$ cat src/rtl/frx_pkg.sv
package frx_pkg;
  typedef enum logic [0:0] {
    ST_WAIT  = 1'b0,
    ST_FRAME = 1'b1
  } frx_state_e;

  localparam logic [1:0] LINES_HIGH = 2'b11;
  localparam logic [1:0] LINES_LOW  = 2'b00;
endpackage

$ cat src/rtl/frx_sync.sv
module frx_sync #(
  parameter int WIDTH  = 2,
  parameter int STAGES = 2
) (
  input  logic             clk,
  input  logic             rst,
  input  logic [WIDTH-1:0] d,
  output logic [WIDTH-1:0] q
);
  logic [WIDTH-1:0] pipe [STAGES];

  genvar g;
  generate
    for (g = 0; g < STAGES; g++) begin : g_stage
      if (g == 0) begin : g_first
        always_ff @(posedge clk) begin
          if (rst) pipe[0] <= '0;
          else     pipe[0] <= d;
        end
      end else begin : g_next
        always_ff @(posedge clk) begin
          if (rst) pipe[g] <= '0;
          else     pipe[g] <= pipe[g-1];
        end
      end
    end
  endgenerate

  assign q = pipe[STAGES-1];
endmodule

$ cat src/rtl/frx_shift.sv
module frx_shift #(
  parameter int BITS = 24,
  parameter int CW   = $clog2(BITS + 1)
) (
  input  logic            clk,
  input  logic            rst,
  input  logic            clr,
  input  logic            shift_en,
  input  logic            bit_in,
  output logic [BITS-1:0] data,
  output logic [CW-1:0]   count
);
  always_ff @(posedge clk) begin
    if (rst) begin
      data  <= '0;
      count <= '0;
    end else if (clr) begin
      count <= '0;
    end else if (shift_en) begin
      data  <= {data[BITS-2:0], bit_in};
      count <= count + 1'b1;
    end
  end

  // a frame never holds more than BITS captured bits
  assert_count_bound_R3: assert property (@(posedge clk) disable iff (rst)
    count <= CW'(BITS));
endmodule

$ cat src/rtl/eoc_frame_rx.sv
module eoc_frame_rx
  import frx_pkg::*;
#(
  parameter int FRAME_BITS = 24,
  parameter int TIMEOUT    = 64
) (
  input  logic                  clk,
  input  logic                  rst,
  input  logic                  sck_in,
  input  logic                  sdo_in,
  output logic [FRAME_BITS-1:0] word_o,
  output logic                  valid_o,
  output logic                  frame_err_o
);
  localparam int CW  = $clog2(FRAME_BITS + 1);
  localparam int TOW = $clog2(TIMEOUT + 1);

  logic [1:0] lines_now, lines_prev;
  logic       rise, start_seen, first_bit, last_bit, bad_start;
  frx_state_e state;
  logic [TOW-1:0] hi_cnt;
  logic [FRAME_BITS-1:0] sh_data;
  logic [CW-1:0]         sh_count;

  frx_sync #(.WIDTH(2), .STAGES(2)) u_sync (
    .clk (clk),
    .rst (rst),
    .d   ({sck_in, sdo_in}),
    .q   (lines_now)
  );

  always_ff @(posedge clk) begin
    if (rst) lines_prev <= '0;
    else     lines_prev <= lines_now;
  end

  assign rise       = lines_now[1] & ~lines_prev[1];
  assign start_seen = (lines_prev == LINES_HIGH) && (lines_now == LINES_LOW);
  assign first_bit  = (sh_count == '0);
  assign last_bit   = (sh_count == CW'(FRAME_BITS - 1));
  assign bad_start  = first_bit && lines_now[0];

  frx_shift #(.BITS(FRAME_BITS), .CW(CW)) u_shift (
    .clk      (clk),
    .rst      (rst),
    .clr      (state == ST_WAIT),
    .shift_en ((state == ST_FRAME) && rise && !bad_start),
    .bit_in   (lines_now[0]),
    .data     (sh_data),
    .count    (sh_count)
  );

  always_ff @(posedge clk) begin
    if (rst) begin
      state       <= ST_WAIT;
      hi_cnt      <= '0;
      word_o      <= '0;
      valid_o     <= 1'b0;
      frame_err_o <= 1'b0;
    end else begin
      valid_o     <= 1'b0;
      frame_err_o <= 1'b0;
      unique case (state)
        ST_WAIT: begin
          if (start_seen) begin
            state  <= ST_FRAME;
            hi_cnt <= '0;
          end
        end
        ST_FRAME: begin
          if (rise) begin
            hi_cnt <= TOW'(1);
            if (bad_start) begin
              frame_err_o <= 1'b1;
              state       <= ST_WAIT;
            end else if (last_bit) begin
              word_o  <= {sh_data[FRAME_BITS-2:0], lines_now[0]};
              valid_o <= 1'b1;
              state   <= ST_WAIT;
            end
          end else if (!lines_now[1]) begin
            hi_cnt <= '0;
          end else if (hi_cnt == TOW'(TIMEOUT)) begin
            frame_err_o <= 1'b1;
            state       <= ST_WAIT;
          end else begin
            hi_cnt <= hi_cnt + 1'b1;
          end
        end
        default: state <= ST_WAIT;
      endcase
    end
  end

  // the two strobes exclude each other
  assert_strobe_excl_R8: assert property (@(posedge clk) disable iff (rst)
    !(valid_o && frame_err_o));
  // valid is a single-cycle pulse
  assert_valid_pulse_R4: assert property (@(posedge clk) disable iff (rst)
    valid_o |=> !valid_o);
  // error flag is a single-cycle pulse
  assert_err_pulse_R5: assert property (@(posedge clk) disable iff (rst)
    frame_err_o |=> !frame_err_o);
  // a delivered word carries a zero end-of-conversion bit on top
  assert_eoc_zero_R3: assert property (@(posedge clk) disable iff (rst)
    valid_o |-> !word_o[FRAME_BITS-1]);
  // without a joint drop the receiver keeps waiting
  assert_wait_hold_R2: assert property (@(posedge clk) disable iff (rst)
    (state == ST_WAIT && !start_seen) |=> (state == ST_WAIT));
  // word is left alone when a frame is rejected
  assert_word_kept_R5: assert property (@(posedge clk) disable iff (rst)
    frame_err_o |-> $stable(word_o));
endmodule

$ cat config.mk
export PLATFORM = sky130hd
export DESIGN_NAME = eoc_frame_rx
export DESIGN_NICKNAME = d
export VERILOG_FILES = /design/src/rtl/frx_pkg.sv /design/src/rtl/frx_sync.sv /design/src/rtl/frx_shift.sv /design/src/rtl/eoc_frame_rx.sv
export SDC_FILE = /design/constraint.sdc
export NUM_CORES = 1
export LEC_CHECK = 0
export ABC_AREA = 1
export BUFFER_PORTS_ARGS = -buffer_cell sky130_fd_sc_hd__buf_2
export CAP_MARGIN = 15
export CORE_MARGIN = 5
export CORE_UTILIZATION = 25
export DETAILED_ROUTE_END_ITERATION = 12
export PLACE_DENSITY = 0.49
export RECOVER_POWER = 50
export SYNTH_ARGS = -nofsm -noshare
export SYNTH_HDL_FRONTEND = slang
export SYNTH_SLANG_ARGS = --single-unit
$ cat constraint.sdc
create_clock -name clk -period 3.15 [get_ports clk]
set_clock_uncertainty 0.05 [all_clocks]
set_input_delay 0 -clock clk [delete_from_list [all_inputs] [get_ports clk]]
set_output_delay 0 -clock clk [all_outputs]
set_load 0.02 [all_outputs]
Yosys cells after proc, flatten, opt, wreduce, memory -nomap -nowiden
Memories as Yosys holds them, arrays and structs flattened.
Cells that the tools add are included.
W data, S select, Z words.
- bits in registers: 64
- bits in latches: 0
- bits in writable memories: 4
- memory bits (read-only): 0
- input bits: 4
- output and inout port bits: 26
- word-level logic and storage cells: 57
- memories: 1
- add/subtract/negate cells: 2
- multiply operators: 0
- divide/modulo/power cells: 0
- order comparisons: 0
- eq/ne operators: 5
- shift-type cells: 0
- muxes and demuxes: 22
- bitwise operators: 7
- reduce and logical (&&, ||, !) cells: 12
- memory list (memory ; depth ; bits a word ; read ports ; clocked after Yosys merged registers in ; wr ports ; RTL line ; text):
    u_sync.pipe ; 2 ; 2 ; 2 ; 0 ; 2 ; frx_sync.sv:10 ; logic [WIDTH-1:0] pipe [STAGES];
- operators by type and width (cell ; count):
    $mux W7 ; 4
    $mux W1 ; 14
    $pmux W7 S2 ; 1
    $add A7 B1 Y7 const B ; 1
    $eq A7 B7 Y1 const B ; 1
    $add A5 B1 Y5 const B ; 1
    $eq A5 B5 Y1 const B ; 1
    $logic_not A5 Y1 ; 1
    $logic_and A1 B1 Y1 ; 4
    $mux W2 ; 2
    $ne A4 B4 Y1 const B ; 1
    $not A1 Y1 ; 4
    $reduce_and A2 Y1 ; 2
    $reduce_and A4 Y1 ; 1
    $reduce_or A4 Y1 ; 1
    $eq A2 B2 Y1 const B ; 1
    $logic_not A2 Y1 ; 1
    $ne A2 B2 Y1 const B ; 1
    $or A1 B1 Y1 ; 2
    $pmux W1 S2 ; 1
    $reduce_or A2 Y1 ; 1
    $and A1 B1 Y1 ; 1
    $logic_not A1 Y1 ; 1

Logic depth before layout (Yosys ltp)
- depth in word-level cells: 5
- mapped depth: 10
- depth with buffers taken out: 9

Hierarchy
Synthesis repeated with hierarchy kept, for this count alone.
- cells, all modules: 410
- area, all modules: 2879.0 µm²
- modules (own cells, without submodules) (module ; times used ; cells each ; area each (µm²) ; sequential area each (µm²)):
    eoc_frame_rx ; 1 ; 263 ; 1679.1 ; 720.7
    frx_shift ; 1 ; 135 ; 1089.8 ; 580.6
    frx_sync ; 1 ; 12 ; 110.1 ; 80.1

Least setup slack after synthesis
Ideal clock, no wire load.
- kind: reg-to-reg
- from: register u_shift.count[0]
- to: register u_shift.data[5]
- library setup time: 0.070 ns
- arrival time: 1.351 ns
- data required time: 3.030 ns
- slack: 1.679 ns
- cell stages (with the launch flop): 10
- buffers on the path: 1
- period minus slack after synthesis: 1.471 ns
- cells stage by stage: dfxtp_1 inv_1 ha_1 nand2_1 nor2_4 inv_1 nand2_1 buf_2 o21ai_0 a21oi_1
- longest elaborated chain between the ends: 5
- ends and longest elaborated chain (element ; RTL line ; text):
    start: declaration ; frx_shift.sv:11 ; output logic [CW-1:0] count
    start signal: assignment ; frx_shift.sv:21 ; count <= count + 1'b1;
    $logic_not A5 Y1 ; eoc_frame_rx.sv:39 ; assign first_bit = (sh_count == '0);
    $logic_and A1 B1 Y1 ; eoc_frame_rx.sv:41 ; assign bad_start = first_bit && lines_now[0];
    $logic_not A1 Y1 ; eoc_frame_rx.sv:47 ; .shift_en ((state == ST_FRAME) && rise && !bad_start),
    $logic_and A1 B1 Y1 ; eoc_frame_rx.sv:47 ;
    $reduce_and A2 Y1 (no source line) ; -- ;
    end signal: assignment ; frx_shift.sv:20 ; data <= {data[BITS-2:0], bit_in};
    end: declaration ; frx_shift.sv:10 ; output logic [BITS-1:0] data,
Every way passes these cells.
A chain may end at the register's enable or synchronous reset.

==> results.md <==
* Cell Chain, Critical Path: inv_1 -> nor2_1 -> nand2_1 -> nor2_8 -> nand2_4 -> clkinv_4 -> nand2_2 -> o21ai_1
* Register Area at 0.00136 mm²
* Setup crit start kind: register
* GPL Wtd Cong at 0.806
* Critical path endpoint category: register
* # rows at 38
* Synth warn at 0
* Worst R2R Path Depth at 8
* Synth area leader: dfxtp_1
* Number of gates resized after CTS at 0
* FF-to-FF End: word_o[1]
* CTS HTree Levels at 3
* Worst-margin pin slew at 958 ps
* Netlist Area Pre-Place at 0.00273 mm²
* CTS sink cnt at 68
* Layout area overhead at 16.7%
* Area of the multi-input gates at 0.00114 mm²
* Core area at 0.0108 mm²
* Post-Route WL at 5790 µm
* CTS root buf: clkbuf_8
* Vias in the first global route at 2139
* Final core occ at 29.5%
* Critical Path AT at 2540 ps
* CTS Buf Count at 9
* Worst path max stage delay at 370 ps
* CP Max Fanout at 25
* Reg-to-reg critical path startpoint: u_sync.pipe[1][1]
* WS Path Type: reg -> reg
* Hold WS at 113 ps
* Endpoints failing hold at 0
* Layout cells sized above 1 at 12.6%
* Clock transition at path regs at 80 ps
* Nets at 383
* Max Fclk at 0.429 GHz
* Power per cell area at 532 mW/mm²
* Overflow after GRT at 0
* Setup crit end: word_o[1]
* Hold path depth at 3
* Peak VDD IR at 0.253 mV
* Commonest non-fill, non-tap cells in the layout: dfxtp_1, nand2_1, nor2_1, inv_1, a21oi_1
* DRT Pass-1 Iters at 4
* Iteration-0 DRC Markers at 107
* Initial Utilization at 25.3%
* I/O Pins at 30
* ANT nets after route at 0
* Slowest cell on crit path: dfxtp_1
* Synth top area share at 49.8%
* Flop and latch count out of synthesis at 68
* Worst Setup SP: u_sync.pipe[1][1]
* Post-CTS setup buffers at 0
* Final period util at 73.9%
* Setup TNS at 0 ps
* Flop2flop setup slack at 820 ps
* Crit path max-delay family: simple AND/OR/NAND/NOR gates
* Slew HR at 36.1%
* CTS tree: built
* Slew Viols, Final at 0
* Top cells by area, synth: dfxtp_1, nand2_1, nor2_1
* GRT Util Overall at 9.40%
* Drc violations at 0
* Leakage power at 1.21 nW
* Synth Area per Inst at 7.92 µm²
* Die Wd at 115 µm
* Outcome: finished clean
* Largest net degree at the start of global routing at 37
* Total of max-cap violations at 0
* Initial antenna violation count at 0
* # setup viols final at 0
* Vias/cell at 4.26
* DR WL/cell at 11.1 µm
* Dpl ws at 1150 ps
* Die ar. at 0.0131 mm²
* Vias at 2216
* Unrepaired setup endpoints after global routing: no
* Clock Latency Late Sink at 340 ps
* DIE HEIGHT at 115 µm
* Commonest non-fill, non-tap cell in the layout: dfxtp_1
* First-pass GRT wire length at 9910 µm
* CP Depth at 8
* CP bufs+invs at 2
* Post-DP HPWL at 3950 µm
* PortBufs at 29
* Post-synthesis sequential area ratio at 49.8%
* Clock Path Buffers at 2
* Filler cell count at 1158
* Diodes inserted at 0
* Setup ws final at 821 ps
* Mapped Cells at 345
* Synth cell types at 25
* Fin crit period at 2330 ps
* HP Class: in -> reg
* Post-Syn Nets at 353
* WP data required at 3360 ps
## metal layers
| metal | track usage, % | up-vias | wire length (µm) |
|---|---|---|---|
| met2 | 15.1 | 30 | 2700 |
| li1 | - | 1173 | - |
| met3 | 2.22 | 9 | 131 |
| met5 | 0 | - | 0 |
| met1 | 11.9 | 1004 | 2860 |
| met4 | 4.28 | 0 | 99 |
## cells by family (layout without fill, tap and decap cells)
group	after synthesis	after routing	share of synthesized area [%]
buffers and inverters	50	85	7.60
and+or+nand+nor	143	143	24.2
DFF	68	68	49.8
AOI/OAI and AO/OA	80	80	16.5
adders and majority gates	4	4	1.83
## cells in the mapped netlist
master / instances
dfxtp_1: 68
nand2_1: 54
nor2_1: 46
inv_1: 33
a21oi_1: 28
o21ai_0: 25
nand3_1: 18
o21ai_1: 12
nand2_2: 11
a21oi_2: 10
clkbuf_1: 7
buf_2: 6
nand4_1: 5
ha_1: 4
nor3_1: 3
o21bai_1: 3
inv_2: 2
nand2_4: 2
nor2_8: 2
buf_6: 1
clkinv_4: 1
nor2_4: 1
o21ai_2: 1
o31ai_1: 1
or2_2: 1
## worst min-delay path: cells and delay by family
kind / cells / cell delay (ps)
buffers and inverters: 2 / 410
AO/OA/AOI/OAI: 1 / 40
## metrics by stage
stage	total power, W	instances	area, µm²
final	0.00170	520	3190
after detailed placement	0.000916	502	3000
after floorplan	0.000908	345	2730
after CTS	0.00172	520	3240
after global placement	0.000916	502	3000
after global routing	0.00176	520	3190
## how the worst min path moves through the flow
stage / startpoint / to / slack [ps]
CTS: rst / u_sync.pipe[0][0] / 100
global placement: sdo_in / u_sync.pipe[0][0] / 160
floorplan: sdo_in / u_sync.pipe[0][0] / 60
finish: rst / word_o[10] / 110
detailed placement: sdo_in / u_sync.pipe[0][0] / 160
global route: rst / u_sync.pipe[0][0] / 130
## area by class of cell
type | count | share of cell area, %
clock buffers | 10 | 4.32
multi-input cells | 227 | 35.7
well taps | 140 | 5.50
inverters | 36 | 4.40
clock inverters | 6 | 2.71
repair buffers | 33 | 4.63
flip-flops and latches | 68 | 42.7
## report_power, final
group	leakage, nW	total [W]	switching (W)	internal [W]
sequential	0.548	0.000864	0.00000209	0.000862
clock	0.113	0.000800	0.000333	0.000467
combinational	0.547	0.0000306	0.0000221	0.00000854
## what timing repair did
| action | 4_1_cts | 5_1_grt |
|---|---|---|
| hold buffers | 2 | 0 |
| hold endpoints to repair | 2 | 0 |
| endpoints found under the setup margin | 0 | 0 |
## registers in the layout (all words and copies together), names as in the netlist
| signal | cells |
|---|---|
| u_shift.data | 23 |
| valid_o | 1 |
| lines_prev | 2 |
| u_sync.pipe | 4 |
| word_o | 24 |
| frame_err_o | 1 |
| hi_cnt | 7 |
| u_shift.count | 5 |
| state | 1 |
Note: power is estimated with default switching activity, not from simulation.
